## src/rtl/brk_pkg.sv

```systemverilog
package brk_pkg;
  localparam int REGW = 3;

  localparam logic [REGW-1:0] REG_ADDR  = 3'd0;
  localparam logic [REGW-1:0] REG_AMASK = 3'd1;
  localparam logic [REGW-1:0] REG_DATA  = 3'd2;
  localparam logic [REGW-1:0] REG_DMASK = 3'd3;
  localparam logic [REGW-1:0] REG_COND  = 3'd4;
  localparam logic [REGW-1:0] REG_COUNT = 3'd5;
  localparam logic [REGW-1:0] REG_FLAGS = 3'd6;

  typedef struct packed {
    logic       cnt_mode;
    logic [1:0] dir;
    logic [1:0] kind;
    logic [1:0] master;
  } brk_cond_t;

  localparam int CONDW = $bits(brk_cond_t);

  // 01 = first option only, 10 = second option only, 11 = either
  function automatic logic field_pass(logic [1:0] f, logic second);
    return second ? f[1] : f[0];
  endfunction

  function automatic logic cond_armed(brk_cond_t c);
    return (c.master != 2'b00) && (c.kind != 2'b00) && (c.dir != 2'b00);
  endfunction
endpackage

```

## src/rtl/brk_masked_cmp.sv

```systemverilog
module brk_masked_cmp #(
  parameter int W = 32
) (
  input  logic [W-1:0] a,
  input  logic [W-1:0] b,
  input  logic [W-1:0] ignore,
  output logic         equal
);
  logic [W-1:0] diff;

  always_comb begin
    diff  = (a ^ b) & ~ignore;
    equal = (diff == '0);
  end
endmodule

```

## src/rtl/brk_evcount.sv

```systemverilog
module brk_evcount #(
  parameter int CNTW = 8
) (
  input  logic            clk,
  input  logic            rst_n,
  input  logic            clr,
  input  logic            hit,
  input  logic [CNTW-1:0] target,
  output logic            fire
);
  logic [CNTW-1:0] cnt_q, cnt_d;
  logic [CNTW:0]   cnt_inc;

  always_comb begin
    cnt_inc = {1'b0, cnt_q} + 1'b1;
    cnt_d   = cnt_q;
    fire    = 1'b0;
    if (hit) begin
      if (cnt_inc >= {1'b0, target}) begin
        fire  = 1'b1;
        cnt_d = '0;
      end else begin
        cnt_d = cnt_inc[CNTW-1:0];
      end
    end
    if (clr) cnt_d = '0;
  end

  always_ff @(posedge clk or negedge rst_n) begin
    if (!rst_n) cnt_q <= '0;
    else        cnt_q <= cnt_d;
  end
endmodule

```

## src/rtl/brk_channel.sv

```systemverilog
module brk_channel
  import brk_pkg::*;
#(
  parameter int AW       = 32,
  parameter int DW       = 32,
  parameter int CNTW     = 8,
  parameter bit HAS_DATA = 1'b0,
  parameter int WW       = (AW > DW) ? AW : DW
) (
  input  logic            clk,
  input  logic            rst_n,
  input  logic            wr_en,
  input  logic [REGW-1:0] wr_reg,
  input  logic [WW-1:0]   wr_data,
  input  logic            bus_valid,
  input  logic [AW-1:0]   bus_addr,
  input  logic [DW-1:0]   bus_data,
  input  logic            bus_dma,
  input  logic            bus_data_acc,
  input  logic            bus_write,
  output logic            flag_cpu,
  output logic            flag_dma
);
  logic [AW-1:0] addr_q, amask_q;
  brk_cond_t     cond_q;
  logic          addr_we, amask_we, cond_we, flags_wr;
  logic          addr_ok, data_ok, filt_ok, qual_hit;
  logic          use_count, cnt_fire, fire;
  logic          cpu_d, dma_d;

  always_comb begin
    addr_we  = wr_en && (wr_reg == REG_ADDR);
    amask_we = wr_en && (wr_reg == REG_AMASK);
    cond_we  = wr_en && (wr_reg == REG_COND);
    flags_wr = wr_en && (wr_reg == REG_FLAGS);
  end

  always_ff @(posedge clk or negedge rst_n) begin
    if (!rst_n) begin
      addr_q  <= '0;
      amask_q <= '0;
      cond_q  <= '0;
    end else begin
      if (addr_we)  addr_q  <= wr_data[AW-1:0];
      if (amask_we) amask_q <= wr_data[AW-1:0];
      if (cond_we)  cond_q  <= brk_cond_t'(wr_data[CONDW-1:0]);
    end
  end

  brk_masked_cmp #(.W(AW)) u_acmp (
    .a      (bus_addr),
    .b      (addr_q),
    .ignore (amask_q),
    .equal  (addr_ok)
  );

  always_comb begin
    filt_ok = cond_armed(cond_q)
           && field_pass(cond_q.master, bus_dma)
           && field_pass(cond_q.kind,   bus_data_acc)
           && field_pass(cond_q.dir,    bus_write);
    qual_hit = bus_valid && filt_ok && addr_ok && data_ok;
  end

  generate
    if (HAS_DATA) begin : g_data
      logic [DW-1:0]   data_q, dmask_q;
      logic [CNTW-1:0] tgt_q;
      logic            data_eq, data_we, dmask_we, tgt_we;

      always_comb begin
        data_we  = wr_en && (wr_reg == REG_DATA);
        dmask_we = wr_en && (wr_reg == REG_DMASK);
        tgt_we   = wr_en && (wr_reg == REG_COUNT);
      end

      always_ff @(posedge clk or negedge rst_n) begin
        if (!rst_n) begin
          data_q  <= '0;
          dmask_q <= '0;
          tgt_q   <= '0;
        end else begin
          if (data_we)  data_q  <= wr_data[DW-1:0];
          if (dmask_we) dmask_q <= wr_data[DW-1:0];
          if (tgt_we)   tgt_q   <= wr_data[CNTW-1:0];
        end
      end

      brk_masked_cmp #(.W(DW)) u_dcmp (
        .a      (bus_data),
        .b      (data_q),
        .ignore (dmask_q),
        .equal  (data_eq)
      );

      assign data_ok   = !bus_data_acc || data_eq;
      assign use_count = cond_q.cnt_mode;

      brk_evcount #(.CNTW(CNTW)) u_cnt (
        .clk    (clk),
        .rst_n  (rst_n),
        .clr    (tgt_we),
        .hit    (qual_hit && use_count),
        .target (tgt_q),
        .fire   (cnt_fire)
      );
    end else begin : g_nodata
      logic unused_bits;
      assign unused_bits = ^{bus_data, cond_q.cnt_mode};
      assign data_ok     = 1'b1;
      assign use_count   = 1'b0;
      assign cnt_fire    = 1'b0;
    end
  endgenerate

  always_comb begin
    fire  = qual_hit && (use_count ? cnt_fire : 1'b1);
    cpu_d = flags_wr ? (flag_cpu & wr_data[0]) : flag_cpu;
    dma_d = flags_wr ? (flag_dma & wr_data[1]) : flag_dma;
    cpu_d = cpu_d | (fire && !bus_dma);
    dma_d = dma_d | (fire && bus_dma);
  end

  always_ff @(posedge clk or negedge rst_n) begin
    if (!rst_n) begin
      flag_cpu <= 1'b0;
      flag_dma <= 1'b0;
    end else begin
      flag_cpu <= cpu_d;
      flag_dma <= dma_d;
    end
  end
endmodule

```

## src/rtl/brk_unit.sv

```systemverilog
module brk_unit
  import brk_pkg::*;
#(
  parameter int NUM_CH       = 4,
  parameter int DATA_CH_BASE = 2,
  parameter int AW           = 32,
  parameter int DW           = 32,
  parameter int CNTW         = 8
) (
  input  logic                              clk,
  input  logic                              rst_n,
  input  logic                              cfg_we,
  input  logic [$clog2(NUM_CH)+REGW-1:0]    cfg_sel,
  input  logic [((AW > DW) ? AW : DW)-1:0]  cfg_wdata,
  input  logic                              bus_valid,
  input  logic [AW-1:0]                     bus_addr,
  input  logic [DW-1:0]                     bus_data,
  input  logic                              bus_dma,
  input  logic                              bus_data_acc,
  input  logic                              bus_write,
  output logic [NUM_CH-1:0]                 flag_cpu,
  output logic [NUM_CH-1:0]                 flag_dma,
  output logic                              brk_irq
);
  localparam int CHW = $clog2(NUM_CH);
  localparam int WW  = (AW > DW) ? AW : DW;

  logic [CHW-1:0]  sel_ch;
  logic [REGW-1:0] sel_reg;

  assign sel_ch  = cfg_sel[CHW+REGW-1:REGW];
  assign sel_reg = cfg_sel[REGW-1:0];

  generate
    for (genvar ch = 0; ch < NUM_CH; ch++) begin : g_ch
      logic ch_we;
      assign ch_we = cfg_we && (sel_ch == CHW'(ch));

      brk_channel #(
        .AW       (AW),
        .DW       (DW),
        .CNTW     (CNTW),
        .HAS_DATA (ch >= DATA_CH_BASE),
        .WW       (WW)
      ) u_chan (
        .clk          (clk),
        .rst_n        (rst_n),
        .wr_en        (ch_we),
        .wr_reg       (sel_reg),
        .wr_data      (cfg_wdata),
        .bus_valid    (bus_valid),
        .bus_addr     (bus_addr),
        .bus_data     (bus_data),
        .bus_dma      (bus_dma),
        .bus_data_acc (bus_data_acc),
        .bus_write    (bus_write),
        .flag_cpu     (flag_cpu[ch]),
        .flag_dma     (flag_dma[ch])
      );
    end
  endgenerate

  assign brk_irq = |{flag_cpu, flag_dma};
endmodule

```

## config.mk

```make
export PLATFORM = sky130hd
export DESIGN_NAME = brk_unit
export DESIGN_NICKNAME = d
export VERILOG_FILES = /design/src/rtl/brk_pkg.sv /design/src/rtl/brk_masked_cmp.sv /design/src/rtl/brk_evcount.sv /design/src/rtl/brk_channel.sv /design/src/rtl/brk_unit.sv
export SDC_FILE = /design/constraint.sdc
export NUM_CORES = 1
export LEC_CHECK = 0
export BUFFER_PORTS_ARGS = -buffer_cell sky130_fd_sc_hd__buf_2
export CAP_MARGIN = 20
export CORE_MARGIN = 5
export CORE_UTILIZATION = 60
export CTS_CLUSTER_DIAMETER = 80
export CTS_CLUSTER_SIZE = 24
export DETAILED_ROUTE_END_ITERATION = 8
export PLACE_DENSITY = 0.83
export SYNTH_ARGS = -nofsm -noshare
export SYNTH_HDL_FRONTEND = slang
export SYNTH_SLANG_ARGS = --single-unit
```

## constraint.sdc

```tcl
create_clock -name clk -period 4.31 [get_ports clk]
set_input_delay 0.862 -clock clk [delete_from_list [all_inputs] [get_ports clk]]
set_output_delay 0.862 -clock clk [all_outputs]
set_load 0.03 [all_outputs]
```

==> results.tsv <==
metric	value	unit
Pleak	9.980	nW
Rows	68	
fin crit period	3.350	ns
Seq/Total Area, Yosys	54.25	%
Synth top area share	54.25	%
DR WL met3	3460	um
Tot Pwr	9.938	mW
Place WS	0.5591	ns
# fillers	2543	
WL/cell	23.59	um
CORE AREA	34370	um2
drc violations	0	
via/cell ratio	6.160	
detailed placement HPWL	35960	um
Pre-antenna DRT Iters	5	
Tot GR Track Use	26.18	%
syn_area_per_cell	12.89	um2
Port Buf Inserts	116	
post-cts gate resize count	0	
drt first-iter violations	867	
syn_nets	1736	
Final period util	77.73	%
share of cells above drive strength 1	35.58	%
max_slew headroom	34.69	%
top_reg_cell synth	dfrtp_1	
clk root buf	clkbuf_16	
io pins	117	
htree depth	1	
worst slew pin tran	0.9796	ns
CTS Hold Bufs	0	
CP arrival	3.79	ns
Max Freq	298.5	MHz
largest net degree at the start of global routing	118	
largest cells by area after synthesis	dfrtp_1, mux2_2, xnor2_1	
mapped cell area	20760	um2
Layout Nets	1782	
Synth cell types	53	
CP Max Fanout	10	
Via Count	13041	
Startpoint Class	flip-flop	
cell count after synthesis	1610	
Clock Pin Slew Worst Setup and Hold Paths	0.10	ns
top-count cell post-synth	dfrtp_1	
total gr overflow	0	
first-pass GRT wire length	79100	um
clock sink count	450	
GPL Wtd Cong	0.9330	
WP data required	4.75	ns
die area	38410	um2
routed wl met2	23990	um
Worst Setup SP	g_ch[2].u_chan.g_data.u_cnt.cnt_q[0]	
top cells by count, synth	dfrtp_1, mux2_2, xnor2_1	
initial antenna violation count	1	
die width	196.0	um
Clock Latency Late Sink	0.56	ns
Power Dens Cells	445.0	nW/um2
Starting Density	60.39	%
outcome	completed	
Max IR drop VDD	0.0003443	V
Die Height	196.0	um
max cap viols	0	
Hold Vio Cnt, Final	0	
CTS max path bufs	3	
DRT met1 WL	20720	um
Worst Setup Slack, final	0.9598	ns
Synthesis Warnings	0	
element type at the critical path end	flip-flop	
cell taking the most area after synthesis	dfrtp_1	
r2r startpoint	g_ch[2].u_chan.g_data.u_cnt.cnt_q[0]	
max layer used	met4	
Total Neg Setup Slack	0	ns
Final Skew	0.01997	ns
antenna-violating nets left	0	
max-slew violations	0	
WS Path Type	reg -> reg	
total CTS buffers	23	
EDFF count, synth	0	
routed wire length	49940	um
# setup viols final	0	
CTS tree	yes	
FF+latch count, synth	450	
RSZ-0062 raised after global routing	false	
Synth async-reset ratio	100.0	%
Area Growth Syn to Fin	7.589	%
post-CTS setup buffer count	0	
vias in the first global route	13788	
min-delay worst type	in -> async	
## layout make-up
type	count	area, um2	share of cell area [%]
Antenna cell	1	2.502	0.01121
Clock buffer	26	606.8	2.717
Clock inverter	4	33.78	0.1513
Inverter	22	82.58	0.3698
Multi-Input combinational cell	1020	8937	40.02
Sequential cell	450	11260	50.43
Tap cell	455	569.3	2.549
Timing Repair Buffer	139	838.3	3.754
## layout by cell type, fill, tap and decap left out, types with 6 or more instances in the layout
master and instances:
nor3_1 7, nor2_1 44, inv_1 22, o21ai_1 11, clkbuf_16 23, buf_12 6
xnor2_1 199, nor4_1 33, ha_1 18, o22ai_1 99, buf_4 17, mux2i_1 8
nand2_1 40, nand4_1 16, o21ai_0 25, dfrtp_1 450, nand3b_1 6, mux2_2 411
nand3_1 22, nand2b_1 14, buf_2 115, a21oi_1 10
## flip-flops by register name, summed over array words and instances, names as in the netlist
name                            cells
g_ch.u_chan.addr_q                128
g_ch.u_chan.amask_q               128
g_ch.u_chan.g_data.data_q          64
g_ch.u_chan.g_data.dmask_q         64
g_ch.u_chan.cond_q                 24
g_ch.u_chan.g_data.tgt_q           16
g_ch.u_chan.g_data.u_cnt.cnt_q     16
g_ch.u_chan.flag_cpu                4
g_ch.u_chan.flag_dma                4
g_ch.u_chan.use_count               2
## worst max-delay path, cell delays in order (launching register included)
cell and delay, ns:
dfrtp_1 0.43, ha_1 0.25, nand3_1 0.17, or2_1 0.32
xnor2_1 0.15, ha_1 0.31, and4_1 0.20, a221oi_1 0.27
a21boi_0 0.18, nor3_2 0.55, a221o_1 0.35, o21ai_1 0.07
## routing by layer
metal,vias up,track usage (%)
met3,95,4.465
li1,5756,-
met1,6788,35.81
met4,0,8.663
met5,-,0
met2,402,43.05
## final timing paths
| check | slack [ns] | cells past startpoint | end |
|---|---|---|---|
| max in group asynchronous | 2.90 | 2 | g_ch[0].u_chan.addr_q[28] |
| worst min-delay path | 0.42 | 1 | g_ch[2].u_chan.g_data.data_q[18] |
| worst min register to register | 0.50 | 2 | g_ch[3].u_chan.g_data.tgt_q[0] |
| worst max register to register | 0.96 | 11 | g_ch[2].u_chan.flag_dma |
| min in group clk | 0.50 | 2 | g_ch[3].u_chan.g_data.tgt_q[0] |
| worst max-delay path | 0.96 | 11 | g_ch[2].u_chan.flag_dma |
## where the power goes
part,switching (mW),internal (mW),total [mW]
clock,1.35,1.02,2.36
sequential,0.469,5.00,5.47
combinational,0.991,1.11,2.10
total,2.81,7.13,9.94
## logic make-up (layout without fill, tap and decap cells)
group           count (synthesis)  in the layout  synth area share (%)
xor+xnor                      204            204                 8.608
compound gates                167            167                 5.190
simple gates                  209            209                 5.257
buf+inv                       140            191                 2.761
fa+ha+maj                      18             18                 1.085
other cells                     0              1                     0
mux                           422            422                 22.85
flops                         450            450                 54.25
## through the flow
stage	util (%)	instance area [um2]	instances	hold slack, ns
floorplan	-	20760	1610	0.4502
global placement	63.08	21680	2085	0.4663
detailed placement	63.08	21680	2085	0.4836
CTS	64.94	22320	2115	0.4450
global route	64.96	22330	2116	0.4743
finish	64.97	22330	2117	0.4158
No activity file was read; power rests on OpenSTA's default activity.
